--- src/rtl/phy_seq_pkg.sv ---
package phy_seq_pkg;

  localparam int DATA_W = 16;
  localparam int RIDX_W = 5;

  // register indices
  localparam logic [RIDX_W-1:0] RI_CTRL  = 5'd0;
  localparam logic [RIDX_W-1:0] RI_STAT  = 5'd1;
  localparam logic [RIDX_W-1:0] RI_ADV   = 5'd4;
  localparam logic [RIDX_W-1:0] RI_PART  = 5'd5;
  localparam logic [RIDX_W-1:0] RI_GSTAT = 5'd10;

  // control register bits
  localparam int CB_RST     = 15;
  localparam int CB_SPD100  = 13;
  localparam int CB_ANEN    = 12;
  localparam int CB_RESTART = 9;
  localparam int CB_FULL    = 8;
  localparam int CB_SPD1G   = 6;
  // status, gigabit status and partner bits
  localparam int SB_ANDONE  = 5;
  localparam int GB_1G_FULL = 11;
  localparam int GB_1G_HALF = 10;
  localparam int PB_100F    = 8;
  localparam int PB_100H    = 7;
  localparam int PB_10F     = 6;

  localparam logic [DATA_W-1:0] ADV_10_100 = 16'h01E1;

  typedef enum logic [1:0] {
    SPD_10   = 2'd0,
    SPD_100  = 2'd1,
    SPD_1000 = 2'd2
  } speed_e;

  typedef enum logic [1:0] {
    PORT_IDLE,
    PORT_REQ,
    PORT_WAIT
  } port_state_e;

  typedef enum logic [3:0] {
    ST_IDLE,
    ST_PR_RD0,
    ST_PR_FLIP,
    ST_PR_RD1,
    ST_PR_BACK,
    ST_RS_WR,
    ST_RS_POLL,
    ST_AN_ADV,
    ST_AN_CTL,
    ST_AN_POLL,
    ST_AN_PART,
    ST_AN_GIG,
    ST_AN_FIN,
    ST_FX_WR,
    ST_FX_RD
  } seq_state_e;

  function automatic logic [DATA_W-1:0] bitv(input int pos);
    logic [DATA_W-1:0] v;
    v = '0;
    v[pos] = 1'b1;
    return v;
  endfunction

  function automatic logic [DATA_W-1:0] forced_ctrl(input logic drop100,
                                                    input logic drophalf);
    logic [DATA_W-1:0] v;
    v = bitv(CB_SPD100) | bitv(CB_FULL);
    if (drop100)  v[CB_SPD100] = 1'b0;
    if (drophalf) v[CB_FULL]   = 1'b0;
    return v;
  endfunction

  function automatic speed_e ctrl_speed(input logic [DATA_W-1:0] c);
    if (c[CB_SPD1G])       return SPD_1000;
    else if (c[CB_SPD100]) return SPD_100;
    else                   return SPD_10;
  endfunction

endpackage

--- src/rtl/phy_cmd_port.sv ---
module phy_cmd_port
  import phy_seq_pkg::*;
(
  input  logic clk,
  input  logic rst_n,
  input  logic go,
  input  logic req_ready,
  input  logic rsp_valid,
  output logic req_valid,
  output logic idle,
  output logic cmd_done
);

  port_state_e st_q, st_d;

  always_comb begin
    st_d = st_q;
    unique case (st_q)
      PORT_IDLE: if (go)        st_d = PORT_REQ;
      PORT_REQ:  if (req_ready) st_d = PORT_WAIT;
      PORT_WAIT: if (rsp_valid) st_d = PORT_IDLE;
      default:                  st_d = PORT_IDLE;
    endcase
  end

  always_ff @(posedge clk or negedge rst_n) begin
    if (!rst_n) st_q <= PORT_IDLE;
    else        st_q <= st_d;
  end

  assign req_valid = (st_q == PORT_REQ);
  assign idle      = (st_q == PORT_IDLE);
  assign cmd_done  = (st_q == PORT_WAIT) && rsp_valid;

  // a presented request is not withdrawn before acceptance
  p_req_hold_r2: assert property (@(posedge clk) disable iff (!rst_n)
    req_valid && !req_ready |=> req_valid);

  // no new request in the cycle a response closes the previous one
  p_single_outstanding_r2: assert property (@(posedge clk) disable iff (!rst_n)
    cmd_done |=> !req_valid);

endmodule

--- src/rtl/phy_poll_timer.sv ---
module phy_poll_timer #(
  parameter int LIMIT = 1000,
  localparam int CW   = $clog2(LIMIT + 1)
) (
  input  logic clk,
  input  logic rst_n,
  input  logic clr,
  output logic expired
);

  logic [CW-1:0] cnt_q, cnt_d;
  logic          cnt_en;

  assign expired = (cnt_q >= CW'(LIMIT));
  assign cnt_en  = clr || !expired;

  always_comb begin
    if (clr) cnt_d = '0;
    else     cnt_d = cnt_q + 1'b1;
  end

  always_ff @(posedge clk or negedge rst_n) begin
    if (!rst_n)      cnt_q <= '0;
    else if (cnt_en) cnt_q <= cnt_d;
  end

  // an expired window stays expired until cleared
  p_expiry_holds_r6: assert property (@(posedge clk) disable iff (!rst_n)
    expired && !clr |=> expired);

endmodule

--- src/rtl/phy_link_resolve.sv ---
module phy_link_resolve
  import phy_seq_pkg::*;
(
  input  logic [DATA_W-1:0] gstat,
  input  logic [DATA_W-1:0] part,
  output speed_e            speed,
  output logic              full
);

  always_comb begin
    if (gstat[GB_1G_FULL]) begin
      speed = SPD_1000; full = 1'b1;
    end else if (gstat[GB_1G_HALF]) begin
      speed = SPD_1000; full = 1'b0;
    end else if (part[PB_100F]) begin
      speed = SPD_100;  full = 1'b1;
    end else if (part[PB_100H]) begin
      speed = SPD_100;  full = 1'b0;
    end else if (part[PB_10F]) begin
      speed = SPD_10;   full = 1'b1;
    end else begin
      speed = SPD_10;   full = 1'b0;
    end
  end

endmodule

--- src/rtl/phy_link_seq.sv ---
module phy_link_seq
  import phy_seq_pkg::*;
#(
  parameter int ADDR_W    = 5,
  parameter int RST_LIMIT = 50000,
  parameter int AN_LIMIT  = 500000
) (
  input  logic              clk,
  input  logic              rst_n,
  input  logic              start,
  input  logic              probe_en,
  input  logic              autoneg_en,
  input  logic              force_10,
  input  logic              force_half,
  input  logic [ADDR_W-1:0] phy_addr_cfg,
  output logic              req_valid,
  input  logic              req_ready,
  output logic              req_write,
  output logic [ADDR_W-1:0] req_phy,
  output logic [4:0]        req_reg,
  output logic [15:0]       req_wdata,
  input  logic              rsp_valid,
  input  logic [15:0]       rsp_rdata,
  output logic [1:0]        link_speed,
  output logic              link_full,
  output logic              cfg_done,
  output logic              cfg_error,
  output logic [ADDR_W-1:0] phy_addr_sel
);

  localparam logic [ADDR_W-1:0] LAST_ADDR = {ADDR_W{1'b1}};
  localparam logic [DATA_W-1:0] AN_GO     = bitv(CB_ANEN) | bitv(CB_RESTART);

  // reset: asserted asynchronously, released on the clock
  logic [1:0] rsync_q;
  logic       srst_n;
  always_ff @(posedge clk or negedge rst_n) begin
    if (!rst_n) rsync_q <= 2'b00;
    else        rsync_q <= {rsync_q[0], 1'b1};
  end
  assign srst_n = rsync_q[1];

  // state
  seq_state_e        st_q, st_d;
  logic [ADDR_W-1:0] addr_q, addr_d;
  logic [DATA_W-1:0] orig_q, orig_d;
  logic [DATA_W-1:0] part_q, part_d;
  speed_e            spd_q, spd_d;
  logic              full_q, full_d;
  logic              done_q, done_d;
  logic              err_q, err_d;
  logic              m_probe_q, m_an_q, m_f10_q, m_fhalf_q;
  logic              accept_start;

  // command port
  logic port_idle, cmd_done, cmd_go;
  assign cmd_go = port_idle && (st_q != ST_IDLE);

  phy_cmd_port u_port (
    .clk       (clk),
    .rst_n     (srst_n),
    .go        (cmd_go),
    .req_ready (req_ready),
    .rsp_valid (rsp_valid),
    .req_valid (req_valid),
    .idle      (port_idle),
    .cmd_done  (cmd_done)
  );

  // poll windows
  logic rst_expired, an_expired;

  phy_poll_timer #(.LIMIT(RST_LIMIT)) u_rst_win (
    .clk     (clk),
    .rst_n   (srst_n),
    .clr     (st_q != ST_RS_POLL),
    .expired (rst_expired)
  );

  phy_poll_timer #(.LIMIT(AN_LIMIT)) u_an_win (
    .clk     (clk),
    .rst_n   (srst_n),
    .clr     (st_q != ST_AN_POLL),
    .expired (an_expired)
  );

  // link resolution from the gigabit status response
  speed_e res_spd;
  logic   res_full;

  phy_link_resolve u_resolve (
    .gstat (rsp_rdata),
    .part  (part_q),
    .speed (res_spd),
    .full  (res_full)
  );

  // command contents per state
  logic [DATA_W-1:0] an_final;
  always_comb begin
    an_final = AN_GO;
    if (spd_q == SPD_1000) an_final[CB_SPD1G]  = 1'b1;
    if (spd_q == SPD_100)  an_final[CB_SPD100] = 1'b1;
    if (full_q)            an_final[CB_FULL]   = 1'b1;
  end

  always_comb begin
    req_write = 1'b0;
    req_reg   = RI_CTRL;
    req_wdata = '0;
    unique case (st_q)
      ST_PR_FLIP: begin req_write = 1'b1; req_wdata = orig_q ^ bitv(CB_ANEN); end
      ST_PR_BACK: begin req_write = 1'b1; req_wdata = orig_q; end
      ST_RS_WR:   begin req_write = 1'b1; req_wdata = bitv(CB_RST); end
      ST_AN_ADV:  begin req_write = 1'b1; req_reg = RI_ADV; req_wdata = ADV_10_100; end
      ST_AN_CTL:  begin req_write = 1'b1; req_wdata = AN_GO; end
      ST_AN_POLL: req_reg = RI_STAT;
      ST_AN_PART: req_reg = RI_PART;
      ST_AN_GIG:  req_reg = RI_GSTAT;
      ST_AN_FIN:  begin req_write = 1'b1; req_wdata = an_final; end
      ST_FX_WR:   begin req_write = 1'b1; req_wdata = forced_ctrl(m_f10_q, m_fhalf_q); end
      default:    ;
    endcase
  end
  assign req_phy = addr_q;

  // next state
  assign accept_start = (st_q == ST_IDLE) && start;

  always_comb begin
    st_d   = st_q;
    addr_d = addr_q;
    orig_d = orig_q;
    part_d = part_q;
    spd_d  = spd_q;
    full_d = full_q;
    done_d = done_q;
    err_d  = err_q;
    if (accept_start) begin
      done_d = 1'b0;
      err_d  = 1'b0;
      if (probe_en) begin
        st_d   = ST_PR_RD0;
        addr_d = '0;
      end else begin
        st_d   = ST_RS_WR;
        addr_d = phy_addr_cfg;
      end
    end else if (cmd_done) begin
      unique case (st_q)
        ST_PR_RD0: begin
          orig_d = rsp_rdata;
          st_d   = ST_PR_FLIP;
        end
        ST_PR_FLIP: st_d = ST_PR_RD1;
        ST_PR_RD1: begin
          if (rsp_rdata[CB_ANEN] != orig_q[CB_ANEN]) begin
            st_d = ST_PR_BACK;
          end else if (addr_q == LAST_ADDR) begin
            st_d   = ST_IDLE;
            done_d = 1'b1;
            err_d  = 1'b1;
          end else begin
            addr_d = addr_q + 1'b1;
            st_d   = ST_PR_RD0;
          end
        end
        ST_PR_BACK: st_d = ST_RS_WR;
        ST_RS_WR:   st_d = ST_RS_POLL;
        ST_RS_POLL: begin
          if (!rsp_rdata[CB_RST]) begin
            st_d = m_an_q ? ST_AN_ADV : ST_FX_WR;
          end else if (rst_expired) begin
            st_d   = ST_IDLE;
            done_d = 1'b1;
            err_d  = 1'b1;
          end
        end
        ST_AN_ADV: st_d = ST_AN_CTL;
        ST_AN_CTL: st_d = ST_AN_POLL;
        ST_AN_POLL: begin
          if (rsp_rdata[SB_ANDONE]) begin
            st_d = ST_AN_PART;
          end else if (an_expired) begin
            st_d   = ST_IDLE;
            done_d = 1'b1;
            err_d  = 1'b1;
          end
        end
        ST_AN_PART: begin
          part_d = rsp_rdata;
          st_d   = ST_AN_GIG;
        end
        ST_AN_GIG: begin
          spd_d  = res_spd;
          full_d = res_full;
          st_d   = ST_AN_FIN;
        end
        ST_AN_FIN: begin
          st_d   = ST_IDLE;
          done_d = 1'b1;
        end
        ST_FX_WR: st_d = ST_FX_RD;
        ST_FX_RD: begin
          spd_d  = ctrl_speed(rsp_rdata);
          full_d = rsp_rdata[CB_FULL];
          st_d   = ST_IDLE;
          done_d = 1'b1;
        end
        default: st_d = ST_IDLE;
      endcase
    end
  end

  // registers
  always_ff @(posedge clk or negedge srst_n) begin
    if (!srst_n) begin
      st_q   <= ST_IDLE;
      addr_q <= '0;
      orig_q <= '0;
      part_q <= '0;
      spd_q  <= SPD_10;
      full_q <= 1'b0;
      done_q <= 1'b0;
      err_q  <= 1'b0;
    end else begin
      st_q   <= st_d;
      addr_q <= addr_d;
      orig_q <= orig_d;
      part_q <= part_d;
      spd_q  <= spd_d;
      full_q <= full_d;
      done_q <= done_d;
      err_q  <= err_d;
    end
  end

  always_ff @(posedge clk or negedge srst_n) begin
    if (!srst_n) begin
      m_probe_q <= 1'b0;
      m_an_q    <= 1'b0;
      m_f10_q   <= 1'b0;
      m_fhalf_q <= 1'b0;
    end else if (accept_start) begin
      m_probe_q <= probe_en;
      m_an_q    <= autoneg_en;
      m_f10_q   <= force_10;
      m_fhalf_q <= force_half;
    end
  end

  assign link_speed   = spd_q;
  assign link_full    = full_q;
  assign cfg_done     = done_q;
  assign cfg_error    = err_q;
  assign phy_addr_sel = addr_q;

  // request fields hold while waiting for acceptance
  p_req_stable_r2: assert property (@(posedge clk) disable iff (!srst_n)
    req_valid && !req_ready |=> $stable(req_write) && $stable(req_reg) &&
                                $stable(req_wdata) && $stable(req_phy));

  // completion flags are sticky without a start
  p_done_sticky_r12: assert property (@(posedge clk) disable iff (!srst_n)
    cfg_done && !start |=> cfg_done);

  p_err_sticky_r12: assert property (@(posedge clk) disable iff (!srst_n)
    cfg_error && !start |=> cfg_error);

  // an accepted start clears both flags
  p_start_clears_r12: assert property (@(posedge clk) disable iff (!srst_n)
    accept_start |=> !cfg_done && !cfg_error);

  // in the reset phase the presented write carries the reset bit
  p_reset_write_r5: assert property (@(posedge clk) disable iff (!srst_n)
    req_valid && (st_q == ST_RS_WR) |-> req_write && req_wdata[CB_RST]);

  // reported speed is one of the three legal encodings
  p_speed_legal_r8: assert property (@(posedge clk) disable iff (!srst_n)
    cfg_done && !cfg_error |-> link_speed != 2'b11);

  // the mode captured at start does not change during a run
  p_mode_frozen_r1: assert property (@(posedge clk) disable iff (!srst_n)
    (st_q != ST_IDLE) && (st_d != ST_IDLE) |=> $stable(m_an_q) && $stable(m_probe_q));

endmodule

--- config.mk ---
export PLATFORM = sky130hd
export DESIGN_NAME = phy_link_seq
export DESIGN_NICKNAME = d
export VERILOG_FILES = /design/src/rtl/phy_seq_pkg.sv /design/src/rtl/phy_cmd_port.sv /design/src/rtl/phy_poll_timer.sv /design/src/rtl/phy_link_resolve.sv /design/src/rtl/phy_link_seq.sv
export SDC_FILE = /design/constraint.sdc
export NUM_CORES = 1
export LEC_CHECK = 0
export BUFFER_PORTS_ARGS = -buffer_cell sky130_fd_sc_hd__buf_2
export CAP_MARGIN = 20
export CORE_ASPECT_RATIO = 1.25
export CORE_MARGIN = 3
export CORE_UTILIZATION = 52
export DETAILED_ROUTE_END_ITERATION = 8
export GPL_ROUTABILITY_DRIVEN = 0
export HOLD_SLACK_MARGIN = 0.08
export PLACE_DENSITY = 0.82
export SETUP_SLACK_MARGIN = 0.5
export SLEW_MARGIN = 10
export SYNTH_ARGS = -nofsm -noshare
export SYNTH_HDL_FRONTEND = slang
export SYNTH_SLANG_ARGS = --single-unit
--- constraint.sdc ---
create_clock -name clk -period 2.3 [get_ports clk]
set_input_delay 0.46 -clock clk [delete_from_list [all_inputs] [get_ports clk]]
set_output_delay 0.46 -clock clk [all_outputs]
set_load 0.01 [all_outputs]
==> results of run 1 <==
[area by class of cell]
| type | count | area [um2] | share of cell area |
|---|---|---|---|
| multi-input combinational | 360 | 2910 | 0.460 |
| inverter | 18 | 67.6 | 0.0107 |
| clock buffer | 12 | 155 | 0.0245 |
| antenna | 1 | 2.50 | 0.000396 |
| timing repair buffer | 142 | 1110 | 0.176 |
| sequential | 75 | 1880 | 0.298 |
| tap | 97 | 121 | 0.0192 |
| clock inverter | 4 | 72.6 | 0.0115 |
[critical path, cell delays in order, from the launching register on]
cell and delay [ns]:
dfrtp_2 0.48, buf_4 0.17, nor2_4 0.24, buf_6 0.14
nand2_1 0.05, nand2_1 0.06, a22oi_1 0.08, nor2_1 0.13
buf_2 0.17
[metrics by stage]
| step | utilization | setup slack (ns) | power (mW) | instances |
|---|---|---|---|---|
| final | 0.763 | -0.0453 | 6.54 | 709 |
| after global routing | 0.763 | -0.0379 | 6.74 | 709 |
| after CTS | 0.699 | 0.186 | 5.72 | 690 |
| after detailed placement | 0.594 | 0.240 | 3.92 | 633 |
| after global placement | 0.594 | 0.314 | 3.85 | 633 |
| after floorplan | - | 0.445 | 3.30 | 482 |
[metal layers]
layer	part of all wire	wire length, um
met3	0.075	1240
met4	0.067	1120
met1	0.35	5770
met5	0	0
met2	0.51	8460
[sequential cells by signal, indices dropped and copies added, names as in the netlist, 2 cells and up]
| signal | cells |
|---|---|
| rsync_q | 2 |
| orig_q | 16 |
| u_an_win.cnt_q | 19 |
| u_port.st_q | 2 |
| st_q | 4 |
| link_speed | 2 |
| u_rst_win.cnt_q | 16 |
| part_q | 3 |
| phy_addr_sel | 5 |
[power groups by stage]
stage | clock network, mW | logic (mW) | registers (mW)
2_1_floorplan | 0 | 1.49 | 1.81
3_3_place_gp | 0 | 1.98 | 1.86
3_5_place_dp | 0 | 2.04 | 1.88
4_1_cts | 1.20 | 2.69 | 1.83
5_1_grt | 1.27 | 3.55 | 1.91
6_report | 1.22 | 3.41 | 1.90
[how the worst max path moves through the flow]
| stage | to | slack, ns | cells after the start |
|---|---|---|---|
| 6_report | req_wdata[5] | -0.05 | 8 |
| 5_1_grt | req_wdata[0] | -0.04 | 7 |
| 4_1_cts | req_wdata[11] | 0.19 | 5 |
| 3_5_place_dp | u_an_win.cnt_q[10]$_DFFE_PN0P_ | 0.24 | 5 |
| 3_3_place_gp | u_an_win.cnt_q[8]$_DFFE_PN0P_ | 0.31 | 5 |
| 2_1_floorplan | phy_addr_sel[3]$_DFFE_PN0P_ | 0.44 | 8 |
[cells in the final DEF, fill, tap and decap left out, types with 4 or more instances in the layout]
cell / n
dfrtp_1: 69
buf_2: 61
nor2_1: 44
buf_4: 41
nand2_1: 35
buf_6: 33
a21oi_1: 28
inv_1: 17
mux2_4: 17
xnor2_1: 14
nand3_1: 14
clkbuf_8: 11
a21oi_2: 10
and2_4: 9
o21ai_1: 9
nand4_1: 9
mux2_2: 9
o21ai_0: 8
nand2_2: 6
a21oi_4: 6
xor2_1: 6
dfrtp_2: 6
and3_1: 5
o31ai_1: 5
a211oi_1: 5
nor2_4: 4
mux2i_1: 4
o211ai_1: 4
or3_1: 4
or3_4: 4
ha_1: 4
[logic make-up after synthesis]
group | Yosys count
XOR/XNOR | 23
other | 2
flip-flops | 75
AND/OR/NAND/NOR | 182
multiplexers | 30
adder cells (fa/ha/maj) | 6
AO/OA/AOI/OAI | 114
buffers and inverters | 50
[timing repair]
| action | in CTS | in global routing |
|---|---|---|
| pin swaps | 34 | 37 |
| endpoints found under the hold margin | 2 | 0 |
| buffers inserted | 37 | 16 |
| hold buffers | 1 | 0 |
| resized for setup | 78 | 89 |
| gates cloned | 3 | 2 |
| endpoints found under the setup margin | 67 | 74 |
==> flow_summary.ini, run 1 <==
[status]
outcome = finished, violations left
violations = setup timing

[timing]
period_needed_ns = 2.35
finalWorstSetupSlack_ns = -0.0453
finalHoldViolCount = 0
whs_ns = 0.236
max_freq_mhz = 426
final_max_slew_viol_count = 0
setup_viol = 2
rsz0062_at_grt = yes
setup_tns_ns = -0.0776
max_slew_margin = 0.607
finalCritPeriodShare = 1.02
finClkSkew_ns = 0.0117
worst_slew_pin_slew_ns = 0.588

[synth]
synth.distinct_cells = 65
synth_compound_area_frac = 0.172
synth-edff-count = 0
ys_ff_latch = 75
synth.yosys.seq_area_share = 0.422
syn-instance-count = 482
ys_warn_count = 0
synthArstFlopShare = 1.00
synthesis.area_mm2 = 0.00444
synth_area_per_cell_um2 = 9.22
synth_area_leaders = dfrtp_1 42%, mux2_2 6.3%, a21oi_1 4.5%, nor2_1 4.1%, nand2_1 3.6%
synth_top_area_frac = 0.422
synth_ff_type = dfrtp_1
yosys.area_share.xor_xnor = 0.0453
synth_top_cell_by_area = dfrtp_1
synth-adder-area-share = 0.0169
synth_mux_area_frac = 0.0749
synth_top_family_by_area = simple AND/OR/NAND/NOR gates
synth-simple-area-share = 0.214
synth_nets = 518
synth_most_common_cell = dfrtp_1
ys_top_cells_by_count = 75 x dfrtp_1, 48 x nor2_1, 43 x nand2_1, 40 x a21oi_1, 25 x mux2_2

[clock_network]
clk_pin_slew_ns = 0.09
cts_tree = built
root_buffer = clkbuf_8
clock_latency_ns = 0.37
clock_path_buffers = 2
h-tree-depth = 3
cts_num_sinks = 75
numCtsBuffers = 9

[grt]
grt_pass1_wl_um = 21200
globalRouteTotalUtil = 0.282
use_met3 = 0.0562
grt_pass1_vias = 4264
busiest_layer = met2
gr-usage-met2 = 0.467
grtUsageMet1 = 0.334
gr-total-overflow = 0
antenna_found_initial = 1
grt_max_degree = 54

[power]
swShare = 0.405
pwr_density_cell_mw_per_mm2 = 1030
peakVddDrop_v = 0.000475
switchingPower_mw = 2.65
p_seq_frac = 0.291
internal-power_mw = 3.89
p_leak_nw = 2.69
pwr-share-comb = 0.522
pwr-share-clk = 0.187

[setup_path]
worstSetupEndpointType = output port
reg2reg_slack_ns = 0.17
arrival_ns = 1.89
reg2reg_to = u_an_win.cnt_q[14]$_DFFE_PN0P_
reg2reg_from = u_an_win.cnt_q[6]$_DFFE_PN0P_
worstPathMaxFanout = 7
critPathKind = reg -> out
crit_path_start = st_q[0]$_DFFE_PN0P_
reg2reg_depth = 5
cp.required_ns = 1.84
critPathLaunchType = flip-flop

[final_layout]
fin_area_mm2 = 0.00632
fill_cells = 474
drive_above_1_share = 0.450
syn2layout_area_growth_pct = 42.3
layout.nets = 642

[hold_path]
hold_class = reg -> async

[route]
drt_iter0_markers = 602
wl_per_cell_um = 23.4
wl_um = 16600
routed_via_density = 6.69
ant_nets = 0
via_count = 4743
dr.pass1.iters = 8
drc_errors = 0

[floorplan]
pin_count = 68
die_x_um = 88.7
die_h_um = 109
start_util = 0.536
std_cell_rows = 37
dieArea_mm2 = 0.00970
core_mm2 = 0.00829

[placed_design]
dpl.hpwl_um = 7470
post_dp_cell_area_mm2 = 0.00493
io_buffers = 66

[run]
max_cap_viol_count = 0
(Power assumes the default switching activity.)
==> run 2: changes to the inputs <==
PLACE_DENSITY = 0.77   (was 0.82)
==> run 2 against run 1 <==
  * The flow now finishes without violations
  * Via count decreased by 4.3%
  * Largest power group unchanged
  * Sequential power about the same
  * Fmax increased by 4.0%
  * Flip-flop and latch count unchanged
  * Routed wire length decreased by 9.9%
  * Critical path depth decreased by 3
==> flow_summary.ini, run 2 (synthesized netlist as in run 1, its figures left out) <==
[clock_network]
root_buffer = clkbuf_8
clk_pin_slew_ns = 0.09
h-tree-depth = 3
cts_num_sinks = 75
clock_latency_ns = 0.38
numCtsBuffers = 9
cts_tree = built
clock_path_buffers = 2

[timing]
finalCritPeriodShare = 0.981
final_max_slew_viol_count = 0
worst_slew_pin_slew_ns = 0.583
rsz0062_at_grt = yes
max_freq_mhz = 443
finClkSkew_ns = 0.0195
period_needed_ns = 2.26
setup_viol = 0
finalWorstSetupSlack_ns = 0.0448
setup_tns_ns = 0
max_slew_margin = 0.610
finalHoldViolCount = 0

[placed_design]
pre_cts_ws_ns = 0.246
place_inst = 631
dpl.hpwl_um = 7580
io_buffers = 66

[final_layout]
layout.nets = 637
largest_reg_flops = 19
largest_register = u_an_win.cnt_q
syn2layout_area_growth_pct = 40.3
final_common_cell = dfrtp_1
antenna_cells = 0
final_cell_mix = 68 x dfrtp_1, 63 x buf_2, 44 x buf_4
drive_above_1_share = 0.464
reg_top3 = u_an_win.cnt_q (19), orig_q (16), u_rst_win.cnt_q (16)
fin_cells = 703

[route]
wl_per_cell_um = 21.3
wl_um = 14900
ant_nets = 0
routed_via_density = 6.46
drc_errors = 0
dr.pass1.iters = 5
drt_iter0_markers = 458
via_count = 4541

[power]
pwr_density_cell_mw_per_mm2 = 1030
pwr-share-comb = 0.505
pwr-share-clk = 0.197
switchingPower_mw = 2.58
p_seq_frac = 0.297
peakVddDrop_v = 0.000750
internal-power_mw = 3.86
power_mw = 6.44
p_leak_nw = 2.64
swShare = 0.401

[floorplan]
start_util = 0.536
std_cell_rows = 37
die_x_um = 88.7
core_mm2 = 0.00829
pin_count = 68
dieArea_mm2 = 0.00970
die_h_um = 109

[setup_path]
cp.required_ns = 1.84
reg2reg_slack_ns = 0.15
worstSetupEndpointType = output port
critPathKind = reg -> out
critPathLaunchType = flip-flop
worstPathMaxFanout = 7
arrival_ns = 1.80

[grt]
grt_pass1_wl_um = 20700
gr-total-overflow = 0
grt_pass1_vias = 4265
globalRouteTotalUtil = 0.274
grt_max_degree = 41
antenna_found_initial = 0

[hold_path]
hold_class = reg -> async

[status]
outcome = complete, no violations

[run]
max_cap_viol_count = 0
run 2: changes by cell type in the layout (fill, tap and decap cells not counted), sizes merged:
cell and delta:
bufinv +1, diode -1, clkinv +2, buf -5, clkbuf -3
run 2: power by group through the flow:
stage	combinational, mW	clock [mW]	sequential (mW)
2_1_floorplan	1.49	0	1.81
6_report	3.26	1.27	1.92
4_1_cts	2.60	1.25	1.86
5_1_grt	3.44	1.33	1.94
3_5_place_dp	2.01	0	1.89
3_3_place_gp	1.96	0	1.87
run 2: per-layer routing:
layer,global-route usage,up-vias,share of wire
met5,0,-,0
met2,0.473,242,0.52
met4,0.151,0,0.058
met3,0.0562,98,0.061
li1,-,1955,-
met1,0.311,2246,0.36
run 2: worst max-delay path, cell delays in order, from the launching register on:
cell and delay, ns:
dfrtp_2 0.51, nand2b_4 0.20, a211oi_4 0.24, buf_6 0.16, and2_1 0.14, buf_2 0.15
run 2: worst paths after layout:
check	startpoint	endpoint	depth (start not counted)
min in group clk	req_ready	u_port.st_q[0]$_DFFE_PN0P_	2
max in group asynchronous	rsync_q[1]$_DFF_PN0_	st_q[1]$_DFFE_PN0P_	1
setup / recovery	st_q[2]$_DFFE_PN0P_	req_wdata[14]	5
setup reg to reg	st_q[2]$_DFFE_PN0P_	orig_q[3]$_DFFE_PN0P_	7
hold reg to reg	rsync_q[1]$_DFF_PN0_	cfg_done$_DFFE_PN0P_	1
hold / removal	rsync_q[1]$_DFF_PN0_	cfg_done$_DFFE_PN0P_	1
run 2: through the flow:
stage / hold WS [ns] / area (um2) / utilization
detailed placement: 0.250 / 4910 / 0.593
global route: 0.302 / 6230 / 0.752
finish: 0.285 / 6230 / 0.752
CTS: 0.293 / 5740 / 0.693
global placement: 0.246 / 4910 / 0.593
floorplan: 0.164 / 4490 / -
run 2: area by class of cell:
type                            instances  area [um2]
Clock buffer                            9         124
Clock inverter                          7         116
Fill cell                             502        2050
Inverter                               18        70.1
Multi-Input combinational cell        360        2890
Sequential cell                        75        1890
Tap cell                               97         121
Timing Repair Buffer                  137        1030
run 2: timing repair:
item                                    CTS  global route
buffers inserted                         37            13
endpoints found under the setup margin   67            78
pin swaps                                30            44
gates cloned                              3             2
endpoints found under the hold margin     2             0
resized for setup                        62            83
hold buffers                              1             0
